### src/rtl/irqw_pkg.sv
package irqw_pkg;

   typedef enum logic [2:0] {
      DLV_FIXED  = 3'd0,
      DLV_LOWEST = 3'd1,
      DLV_SMGMT  = 3'd2,
      DLV_RSVD   = 3'd3,
      DLV_NMASK  = 3'd4,
      DLV_INIT   = 3'd5,
      DLV_START  = 3'd6,
      DLV_EXTERN = 3'd7
   } dlv_mode_e;

   // configuration fields of one entry (low word, software writable part)
   typedef struct packed {
      logic      mask;
      logic      level;
      logic      act_low;
      logic      logical;
      dlv_mode_e dlv;
      logic [7:0] vec;
   } rte_cfg_t;

   localparam int LO_VEC_LSB  = 0;
   localparam int LO_DLV_LSB  = 8;
   localparam int LO_LOGICAL  = 11;
   localparam int LO_STATUS   = 12;
   localparam int LO_ACTLOW   = 13;
   localparam int LO_RIRR     = 14;
   localparam int LO_LEVEL    = 15;
   localparam int LO_MASK     = 16;
   localparam int HI_DEST_LSB = 24;
   localparam int ID_LSB      = 24;
   localparam int ID_W        = 4;

endpackage

### src/rtl/irqw_entry.sv
module irqw_entry
   import irqw_pkg::*;
#(
   parameter int DEST_W = 8
) (
   input  logic              clk,
   input  logic              rst_n,
   input  logic              wr_lo,
   input  logic              wr_hi,
   input  logic [31:0]       wdata,
   input  logic              pin_i,
   input  logic              ack_i,
   input  logic              eoi_i,
   input  logic [7:0]        eoi_vec_i,
   output logic [31:0]       lo_o,
   output logic [31:0]       hi_o,
   output logic              req_o,
   output rte_cfg_t          cfg_o,
   output logic [DEST_W-1:0] dest_o
);

   if (DEST_W < 1 || DEST_W > 32 - HI_DEST_LSB) begin : g_bad_dest
      $error("irqw_entry: DEST_W out of range");
   end

   rte_cfg_t          cfg_q;
   logic [DEST_W-1:0] dest_q;
   logic              prev_q;
   logic              pend_q;
   logic              irr_q;
   logic              act;
   logic              rise;
   logic              wdata_unused;

   assign wdata_unused = ^wdata;
   assign act  = pin_i ^ cfg_q.act_low;
   assign rise = act & ~prev_q;

   always_ff @(posedge clk) begin
      if (!rst_n) begin
         cfg_q      <= '0;
         cfg_q.mask <= 1'b1;
         dest_q     <= '0;
         prev_q     <= 1'b0;
         pend_q     <= 1'b0;
         irr_q      <= 1'b0;
      end else begin
         prev_q <= act;

         if (eoi_i && cfg_q.level && eoi_vec_i == cfg_q.vec)
            irr_q <= 1'b0;

         if (cfg_q.mask) begin
            pend_q <= 1'b0;
         end else if (cfg_q.level) begin
            if (!act) begin
               pend_q <= 1'b0;
            end else if (ack_i && pend_q) begin
               pend_q <= 1'b0;
               irr_q  <= 1'b1;
            end else if (!irr_q) begin
               pend_q <= 1'b1;
            end
         end else begin
            if (rise)
               pend_q <= 1'b1;
            else if (ack_i)
               pend_q <= 1'b0;
         end

         if (wr_lo) begin
            cfg_q.vec     <= wdata[LO_VEC_LSB +: 8];
            cfg_q.dlv     <= dlv_mode_e'(wdata[LO_DLV_LSB +: 3]);
            cfg_q.logical <= wdata[LO_LOGICAL];
            cfg_q.act_low <= wdata[LO_ACTLOW];
            cfg_q.level   <= wdata[LO_LEVEL];
            cfg_q.mask    <= wdata[LO_MASK];
            if (!wdata[LO_LEVEL]) irr_q  <= 1'b0;
            if (wdata[LO_MASK])   pend_q <= 1'b0;
         end
         if (wr_hi)
            dest_q <= wdata[HI_DEST_LSB +: DEST_W];
      end
   end

   always_comb begin
      lo_o                       = '0;
      lo_o[LO_VEC_LSB +: 8]      = cfg_q.vec;
      lo_o[LO_DLV_LSB +: 3]      = cfg_q.dlv;
      lo_o[LO_LOGICAL]           = cfg_q.logical;
      lo_o[LO_STATUS]            = pend_q;
      lo_o[LO_ACTLOW]            = cfg_q.act_low;
      lo_o[LO_RIRR]              = irr_q;
      lo_o[LO_LEVEL]             = cfg_q.level;
      lo_o[LO_MASK]              = cfg_q.mask;
      hi_o                       = '0;
      hi_o[HI_DEST_LSB +: DEST_W] = dest_q;
   end

   assign req_o  = pend_q;
   assign cfg_o  = cfg_q;
   assign dest_o = dest_q;

   AST_MASK_SILENT: assert property (@(posedge clk) disable iff (!rst_n)
      cfg_q.mask |-> !pend_q);
   AST_IRR_BLOCKS: assert property (@(posedge clk) disable iff (!rst_n)
      (cfg_q.level && irr_q) |-> !pend_q);
   AST_IRR_LEVEL_ONLY: assert property (@(posedge clk) disable iff (!rst_n)
      irr_q |-> cfg_q.level);
   AST_EDGE_ONCE: assert property (@(posedge clk) disable iff (!rst_n)
      (!cfg_q.level && !$past(cfg_q.level) && $rose(pend_q))
         |-> ($past(act) && !$past(prev_q)));
   AST_ACK_LEVEL: assert property (@(posedge clk) disable iff (!rst_n)
      (ack_i && pend_q && cfg_q.level) |=> (!pend_q && irr_q));

endmodule

### src/rtl/irqw_pick.sv
module irqw_pick #(
   parameter int NPINS     = 16,
   parameter bit LOW_FIRST = 1'b1,
   localparam int IDX_W    = (NPINS > 1) ? $clog2(NPINS) : 1
) (
   input  logic             clk,
   input  logic             rst_n,
   input  logic [NPINS-1:0] req_i,
   output logic [NPINS-1:0] grant_o,
   output logic [IDX_W-1:0] idx_o,
   output logic             any_o
);

   if (LOW_FIRST) begin : g_low
      always_comb begin
         grant_o = '0;
         idx_o   = '0;
         for (int i = NPINS - 1; i >= 0; i--) begin
            if (req_i[i]) begin
               grant_o    = '0;
               grant_o[i] = 1'b1;
               idx_o      = IDX_W'(i);
            end
         end
      end
   end else begin : g_high
      always_comb begin
         grant_o = '0;
         idx_o   = '0;
         for (int i = 0; i < NPINS; i++) begin
            if (req_i[i]) begin
               grant_o    = '0;
               grant_o[i] = 1'b1;
               idx_o      = IDX_W'(i);
            end
         end
      end
   end

   assign any_o = |req_i;

   AST_GRANT_ONEHOT: assert property (@(posedge clk) disable iff (!rst_n)
      $onehot0(grant_o));
   AST_GRANT_HAS_REQ: assert property (@(posedge clk) disable iff (!rst_n)
      any_o |-> ((grant_o & req_i) != '0));

endmodule

### src/rtl/irq_route_window.sv
module irq_route_window
   import irqw_pkg::*;
#(
   parameter int NPINS     = 16,
   parameter int DEST_W    = 8,
   parameter int SEL_W     = 8,
   parameter int TBL_BASE  = 16,
   parameter int ID_INDEX  = 0,
   parameter bit LOW_FIRST = 1'b1,
   localparam int IDX_W    = (NPINS > 1) ? $clog2(NPINS) : 1,
   localparam int TBL_END  = TBL_BASE + 2 * NPINS
) (
   input  logic              clk,
   input  logic              rst_n,
   input  logic              bus_addr,
   input  logic              bus_wr,
   input  logic [31:0]       bus_wdata,
   output logic [31:0]       bus_rdata,
   input  logic [NPINS-1:0]  pin_in,
   input  logic              eoi_valid,
   input  logic [7:0]        eoi_vector,
   output logic              msg_valid,
   output logic [IDX_W-1:0]  msg_pin,
   output logic [7:0]        msg_vector,
   output logic [2:0]        msg_delivery,
   output logic              msg_dest_logical,
   output logic              msg_level,
   output logic [DEST_W-1:0] msg_dest,
   input  logic              msg_ack
);

   if (NPINS < 1) begin : g_bad_pins
      $error("irq_route_window: NPINS must be at least 1");
   end
   if (SEL_W < 1 || SEL_W > 32 || TBL_END > (1 << SEL_W)) begin : g_bad_sel
      $error("irq_route_window: table does not fit the select register");
   end
   if (ID_INDEX >= TBL_BASE && ID_INDEX < TBL_END) begin : g_bad_id
      $error("irq_route_window: identification index overlaps the table");
   end

   logic [SEL_W-1:0]  sel_q;
   logic [ID_W-1:0]   id_q;
   logic              win_wr;
   logic              hit_id;
   logic [NPINS-1:0]  hit_lo;
   logic [NPINS-1:0]  hit_hi;
   logic [NPINS-1:0]  req;
   logic [NPINS-1:0]  grant;
   logic [IDX_W-1:0]  pick;
   logic              pick_any;
   logic [31:0]       lo_w   [NPINS];
   logic [31:0]       hi_w   [NPINS];
   rte_cfg_t          cfg_w  [NPINS];
   logic [DEST_W-1:0] dest_w [NPINS];

   assign win_wr = bus_wr & bus_addr;
   assign hit_id = (sel_q == SEL_W'(ID_INDEX));

   always_ff @(posedge clk) begin
      if (!rst_n) begin
         sel_q <= '0;
         id_q  <= '0;
      end else begin
         if (bus_wr && !bus_addr)
            sel_q <= bus_wdata[SEL_W-1:0];
         if (win_wr && hit_id)
            id_q <= bus_wdata[ID_LSB +: ID_W];
      end
   end

   for (genvar i = 0; i < NPINS; i++) begin : g_pin
      assign hit_lo[i] = (sel_q == SEL_W'(TBL_BASE + 2 * i));
      assign hit_hi[i] = (sel_q == SEL_W'(TBL_BASE + 2 * i + 1));

      irqw_entry #(.DEST_W(DEST_W)) u_entry (
         .clk       (clk),
         .rst_n     (rst_n),
         .wr_lo     (win_wr & hit_lo[i]),
         .wr_hi     (win_wr & hit_hi[i]),
         .wdata     (bus_wdata),
         .pin_i     (pin_in[i]),
         .ack_i     (msg_ack & grant[i]),
         .eoi_i     (eoi_valid),
         .eoi_vec_i (eoi_vector),
         .lo_o      (lo_w[i]),
         .hi_o      (hi_w[i]),
         .req_o     (req[i]),
         .cfg_o     (cfg_w[i]),
         .dest_o    (dest_w[i])
      );
   end

   irqw_pick #(.NPINS(NPINS), .LOW_FIRST(LOW_FIRST)) u_pick (
      .clk     (clk),
      .rst_n   (rst_n),
      .req_i   (req),
      .grant_o (grant),
      .idx_o   (pick),
      .any_o   (pick_any)
   );

   always_comb begin
      bus_rdata = '0;
      if (!bus_addr) begin
         bus_rdata[SEL_W-1:0] = sel_q;
      end else begin
         if (hit_id)
            bus_rdata[ID_LSB +: ID_W] = id_q;
         for (int i = 0; i < NPINS; i++) begin
            if (hit_lo[i]) bus_rdata = bus_rdata | lo_w[i];
            if (hit_hi[i]) bus_rdata = bus_rdata | hi_w[i];
         end
      end
   end

   assign msg_valid        = pick_any;
   assign msg_pin          = pick;
   assign msg_vector       = cfg_w[pick].vec;
   assign msg_delivery     = cfg_w[pick].dlv;
   assign msg_dest_logical = cfg_w[pick].logical;
   assign msg_level        = cfg_w[pick].level;
   assign msg_dest         = dest_w[pick];

   AST_ID_HOLD: assert property (@(posedge clk) disable iff (!rst_n)
      !(win_wr && hit_id) |=> $stable(id_q));
   AST_SEL_HOLD: assert property (@(posedge clk) disable iff (!rst_n)
      !(bus_wr && !bus_addr) |=> $stable(sel_q));
   AST_MSG_UNMASKED: assert property (@(posedge clk) disable iff (!rst_n)
      msg_valid |-> !cfg_w[pick].mask);

endmodule

### config.mk
export PLATFORM = sky130hd
export DESIGN_NAME = irq_route_window
export DESIGN_NICKNAME = d
export VERILOG_FILES = /design/src/rtl/irqw_pkg.sv /design/src/rtl/irqw_entry.sv /design/src/rtl/irqw_pick.sv /design/src/rtl/irq_route_window.sv
export SDC_FILE = /design/constraint.sdc
export NUM_CORES = 1
export LEC_CHECK = 0
export BUFFER_PORTS_ARGS = -buffer_cell sky130_fd_sc_hd__buf_2
export CAP_MARGIN = 20
export CORE_ASPECT_RATIO = 0.75
export CORE_MARGIN = 8
export CORE_UTILIZATION = 50
export CTS_BUF_LIST = sky130_fd_sc_hd__clkbuf_16
export DETAILED_ROUTE_END_ITERATION = 8
export GPL_ROUTABILITY_DRIVEN = 0
export HOLD_SLACK_MARGIN = 0.08
export PLACE_DENSITY = 0.67
export SLEW_MARGIN = 20
export SYNTH_ARGS = -nofsm -noshare
export SYNTH_HDL_FRONTEND = slang
export SYNTH_SLANG_ARGS = --single-unit
### constraint.sdc
create_clock -name clk -period 6.3 [get_ports clk]
set_clock_uncertainty 0.2 [all_clocks]
set_input_delay 1.26 -clock clk [delete_from_list [all_inputs] [get_ports clk]]
set_output_delay 1.26 -clock clk [all_outputs]
set_load 0.02 [all_outputs]
After elaboration in Yosys (flattened, before gate mapping)
Index checks and enable logic that the tools add are counted. W data, S select, Z words.

Add/subtract/negate cells: 0. $mul: 0. Divide/modulo/power cells: 0. $lt $le $gt $ge: 1. Equality and inequality tests: 48. Shifts and indexed selects: 0. Muxes and demuxes: 361. Bitwise logic cells: 130. Reduce and logical (&&, ||, !) cells: 53.

Operator list (number): $mux W32 (62); $or A32 B32 Y32 (16); $or A32 B17 Y32 (15); $mux W1 (256); $mux W16 (16); $eq A8 B5 Y1 const B (16); $eq A8 B6 Y1 const B (16); $eq A8 B8 Y1 (16); $mux W4 (18); $and A1 B1 Y1 (65); $bmux W15 S4 (1); $logic_and A1 B1 Y1 (50); $bmux W8 S4 (1); $mux W14 (2); $mux W28 (1); $or A28 B17 Y28 (1); $mux W24 (1); $mux W8 (3); $not A1 Y1 (16); $reduce_or A16 Y1 (1); $xor A1 B1 Y1 (16); $logic_not A8 Y1 (1); $ge A5 B5 Y1 const B (1); $not A4 Y5 (1); $logic_not A1 Y1 (1).

Flip-flop bits (word level): 428. Latch bits: 0. Memory bits (writable): 0. Memory bits (read-only): 0. Input port bits: 62. Output and inout port bits: 58. Word-level logic and storage cells: 755. Memories: 0.

Logic depth before layout (Yosys ltp)
Depth in word-level cells: 99. Mapped depth: 11. Depth with buffers taken out: 7.

Modules after synthesis
Synthesis repeated with hierarchy kept, for this count alone.

Cells, all modules: 4329. Area, all modules: 38099.0 µm².

By module, submodules not included: irqw_entry (instances 16, cells an instance 169, area each 1586.5 µm², sequential area each 520.5 µm²); irq_route_window (instances 1, cells an instance 1577, area each 12389.4 µm², sequential area each 240.2 µm²); irqw_pick (instances 1, cells an instance 48, area each 325.3 µm², sequential area each 0.0 µm²).

Worst setup path before layout
Ideal clock, no wire load.

Kind: in2out. Start point: input port bus_addr. End point: output port bus_rdata[2]. Arrival: 2240 ps. Required time: 4840 ps. Setup slack: 2600 ps. Stages on the path: 4. Path buffers: 1. Path through: clkbuf_1 -> o211ai_1 -> a2111oi_0 -> a31oi_1.

Longest elaborated chain between the ends: 1.

RTL lines: from (decl) (RTL line irq_route_window.sv:15) `input logic bus_addr,`; $mux W8 (RTL line irq_route_window.sv:105) `if (!bus_addr) begin`; to (decl) (RTL line irq_route_window.sv:18) `output logic [31:0] bus_rdata,`.

No other way between the ends.

Worst setup path after layout
Start point: register g_pin[5].u_entry.pend_q. End point: output port msg_level.

Longest elaborated chain between the ends: 10.

RTL lines: from (decl) (RTL line irqw_entry.sv:29) `logic pend_q;`; from (signal assigned) (RTL line irqw_entry.sv:45) `pend_q <= 1'b0;`; from (signal assigned) (RTL line irqw_entry.sv:54) `pend_q <= 1'b0;`; from (signal assigned) (RTL line irqw_entry.sv:57) `pend_q <= 1'b0;`; $mux W4 (6 in series) (RTL line irqw_pick.sv:19) `if (req_i[i]) begin`; $not A4 Y5 (implied by the code) (RTL line irq_route_window.sv:122) `assign msg_level = cfg_w[pick].level;`; $bmux W15 S4 (RTL line irq_route_window.sv:122); $mux W14 (implied by the code) (2 in series) (RTL line irq_route_window.sv:122); to (decl) (RTL line irq_route_window.sv:27) `output logic msg_level,`.

No other way between the ends. The select of a mux whose other input is x is not followed.

==> results.py <==
metrics = {
    "run_status": {
        "violations": "design-rule violations",
        "outcome": "finished with violations",
    },
    "placement": {
        "total_cell_area_at_the_placement_stage_sq_mm": 0.0259,
        "dp_cells": 3714,
        "port_buffers": 103,
        "hpwl_mm": 69.3,
    },
    "synth": {
        "flip_flop_and_latch_count_after_synthesis": 428,
        "syn_inst": 3198,
        "yosysUniqueCellTypes": 88,
        "synth-warning-count": 0,
        "post_synth_and_or_nand_nor_area_fraction_pct": 22.1,
        "synth_edf_count": 0,
        "combinational_family_with_the_most_area_after_synthesis": "compound AO/OA/AOI/OAI gates",
        "synth.mux.area_fraction_pct": 8.74,
        "post_synth.cell_area_avg_sq_um": 7.96,
        "synth_top_flop_cell": "sky130_fd_sc_hd__dfxtp_1",
        "synth_sequential_area_ratio_pct": 33.7,
        "post_synth_most_frequent_cells": "sky130_fd_sc_hd__nand2_1, sky130_fd_sc_hd__dfxtp_1, sky130_fd_sc_hd__a21boi_0, sky130_fd_sc_hd__nand3_1, sky130_fd_sc_hd__clkbuf_1",
        "synthMostInstantiatedCell": "sky130_fd_sc_hd__nand2_1",
        "synth.cell_area_sq_mm": 0.0255,
        "synth-adder-area-share_pct": 0,
        "synth.top_cells.by_area": "sky130_fd_sc_hd__dfxtp_1, sky130_fd_sc_hd__nand2_1, sky130_fd_sc_hd__a21boi_0, sky130_fd_sc_hd__mux2i_1, sky130_fd_sc_hd__nand3_1",
        "synthDominantAreaCellType": "sky130_fd_sc_hd__dfxtp_1",
        "synth-async-reset-ratio_pct": 0,
        "synth_compound_area_share_pct": 24.2,
        "netlist.area_leader.share_pct": 33.7,
        "synthesized_area_fraction_occupied_by_xor_and_xnor_cells_pct": 5.27,
    },
    "finish": {
        "antenna-diode-count": 0,
        "n_fill_cell": 4579,
        "layout-area-overhead-vs-synth_pct": 7.34,
        "design_area_sq_mm": 0.0273,
        "fin_util_pct": 54.4,
        "finish.cell_count_without_fillers": 3797,
        "finalNetCount": 3167,
        "drive_gt1_share_pct": 10.1,
    },
    "timing": {
        "finalSetupViolations": 0,
        "final_cycle_utilization_of_the_critical_path_pct": 91.2,
        "rsz_0062_raised_after_global_routing": "no",
        "worst_pin_slew_ps": 1200,
        "fin_tns_setup_ps": 0,
        "fmaxAchievable_mhz": 174,
        "report.final.hold_viol_count": 0,
        "layout_min_cycle_time_ps": 5740,
        "headroom_to_the_max_slew_limit_pct": 18.2,
        "slew_violations": 0,
    },
    "worst_setup_path": {
        "worst_setup_path_end_kind": "primary output",
        "path_class": "reg2out",
        "worst-path-max-fanout": 56,
        "critPathLaunchType": "register",
        "worstPathRequired_ps": 4840,
        "crit_arrival_ps": 4280,
    },
    "route": {
        "via_count": 25300,
        "detail_route.wl_per_cell_microns": 26.3,
        "routed_via_density": 6.66,
        "drt_pass1_iterations": 9,
        "ant_nets": 0,
        "first_iter_violations": 4540,
        "routed_wirelength_mm": 100,
        "detail_route.drc_violations": 9,
    },
    "global_routing": {
        "aggregate_global_route_resource_usage_pct": 32.4,
        "grt_remaining_overflow": 0,
        "grt_max_degree": 186,
        "grt_first_pass_wirelength_mm": 148,
        "first_global_vias": 22600,
        "number_of_antenna_violations_at_the_first_check_in_global_routing": 2,
    },
    "floorplan": {
        "core.rowCount": 71,
        "die_area_sq_mm": 0.0585,
        "die_x_microns": 277,
        "initial_core_util_pct": 50.7,
        "die_height_microns": 211,
        "core-area_sq_mm": 0.0502,
        "io-pin-count": 120,
    },
    "cts": {
        "tritoncts_clock_tree": "done",
        "cts-hold-fix-buffers": 0,
        "ctsResizeCount": 0,
        "clock_pin_slew_on_the_worst_setup_and_hold_paths_ps": 60,
        "cts_root_buffer": "sky130_fd_sc_hd__clkbuf_16",
        "clk-insertion-delay-late_ps": 620,
        "cts_buf_count": 46,
        "cts_sinks": 428,
        "clock_tree.buffer_depth": 3,
        "htreeDepth": 2,
        "post-cts-setup-buffer-count": 0,
    },
    "power": {
        "powerDensity_mw_per_mm2": 212,
        "p_leak_nw": 9.59,
        "vdd.ir_drop.worst_v": 0.000164,
    },
    "flow_run": {
        "drv.max_cap_violation_count": 0,
    },
    "min_path": {
        "worst_hold_check_path_type": "reg2reg",
    },
}
-- where the power goes --
| part | leakage [nW] | total, mW | switching [mW] | internal [mW] |
|---|---|---|---|---|
| logic | 5.41 | 0.438 | 0.311 | 0.126 |
| clock network | 0.729 | 2.61 | 1.19 | 1.42 |
| registers | 3.45 | 2.74 | 0.0175 | 2.72 |
| total | 9.59 | 5.78 | 1.52 | 4.27 |
-- cell type report --
class	count	area (sq um)	area share [%]
Timing Repair Buffer	158	1030	3.76
Tap cell	657	822	3.01
Sequential cell	428	8570	31.4
Clock inverter	36	200	0.733
Multi-Input combinational cell	2446	15400	56.5
Clock buffer	47	1180	4.31
Inverter	25	93.8	0.344
-- state kept, by name, summed over array words and instances (netlist names) --
signal / cells
g_pin.u_entry.cfg_o: 240
g_pin.u_entry.dest_o: 128
g_pin.u_entry.irr_q: 16
g_pin.u_entry.prev_q: 16
g_pin.u_entry.req_o: 16
id_q: 4
sel_q: 8
-- path summary, 6_finish.rpt --
path                                                        start  cells after the start  slack (ps)                                end
worst max-delay path            g_pin[5].u_entry.req_o$_SDFF_PN0_                      8         560                          msg_level
worst min-delay path                         id_q[3]$_SDFFE_PN0P_                      2         270               id_q[3]$_SDFFE_PN0P_
worst max register to register              sel_q[1]$_SDFFE_PN0P_                      6        2460  g_pin[5].u_entry.irr_q$_SDFF_PN0_
worst min register to register               id_q[3]$_SDFFE_PN0P_                      2         270               id_q[3]$_SDFFE_PN0P_
-- cells by family (layout without fill, tap and decap cells) --
| group | after synthesis | count (layout) |
|---|---|---|
| buf+inv | 330 | 266 |
| mux | 210 | 210 |
| simple gates | 1233 | 1233 |
| xor+xnor | 153 | 153 |
| compound gates | 843 | 843 |
| other cells | 1 | 7 |
| flops | 428 | 428 |
-- per-layer routing --
metal	wire length, microns	track usage (%)	vias up
met5	63	0	-
met4	3580	11.2	6
met3	15900	10.9	245
met2	39200	44.7	1852
met1	41200	46.5	12100
li1	-	-	11100
-- stage by stage --
stage | total power [mW] | worst slack, ps | hold WS [ps]
after global routing | 5.90 | 482 | 293
after detailed placement | 3.21 | 1430 | 263
after floorplan | 3.07 | 2600 | 230
after global placement | 3.20 | 1530 | 252
final | 5.78 | 557 | 272
after CTS | 5.76 | 790 | 269
-- worst max-delay path, stage by stage (launching register included) --
cell and delay, ps:
sky130_fd_sc_hd__dfxtp_1 600, sky130_fd_sc_hd__nor2b_1 310, sky130_fd_sc_hd__nor4_2 120, sky130_fd_sc_hd__a31oi_2 270
sky130_fd_sc_hd__and2b_4 820, sky130_fd_sc_hd__mux2_1 390, sky130_fd_sc_hd__a22oi_1 580, sky130_fd_sc_hd__nand4_1 320
sky130_fd_sc_hd__buf_2 250
-- placed cells by master (no fill, tap or decap), drive strengths merged, types with 8 or more instances in the layout --
cell type,netlist,routed
nand3,185,185
o41ai,10,10
a221oi,24,24
nand3b,15,15
nor3,30,30
buf,132,158
a21boi,342,342
inv,25,42
nor4,26,26
mux2,69,69
a211oi,18,18
a31oi,16,16
dfxtp,428,428
a32oi,8,8
nand2,733,733
a22oi,96,96
and2,22,22
o21ai,85,85
clkinv,0,16
a21o,9,9
nand4,35,35
and3,8,8
a222oi,14,14
nand2b,11,11
o211ai,47,47
a21oi,68,68
clkbuf,173,47
nor2,80,80
o22ai,25,25
xor2,98,98
a22o,20,20
nor2b,56,56
mux2i,139,139
xnor2,55,55
No activity file was read; power rests on OpenSTA's default activity.
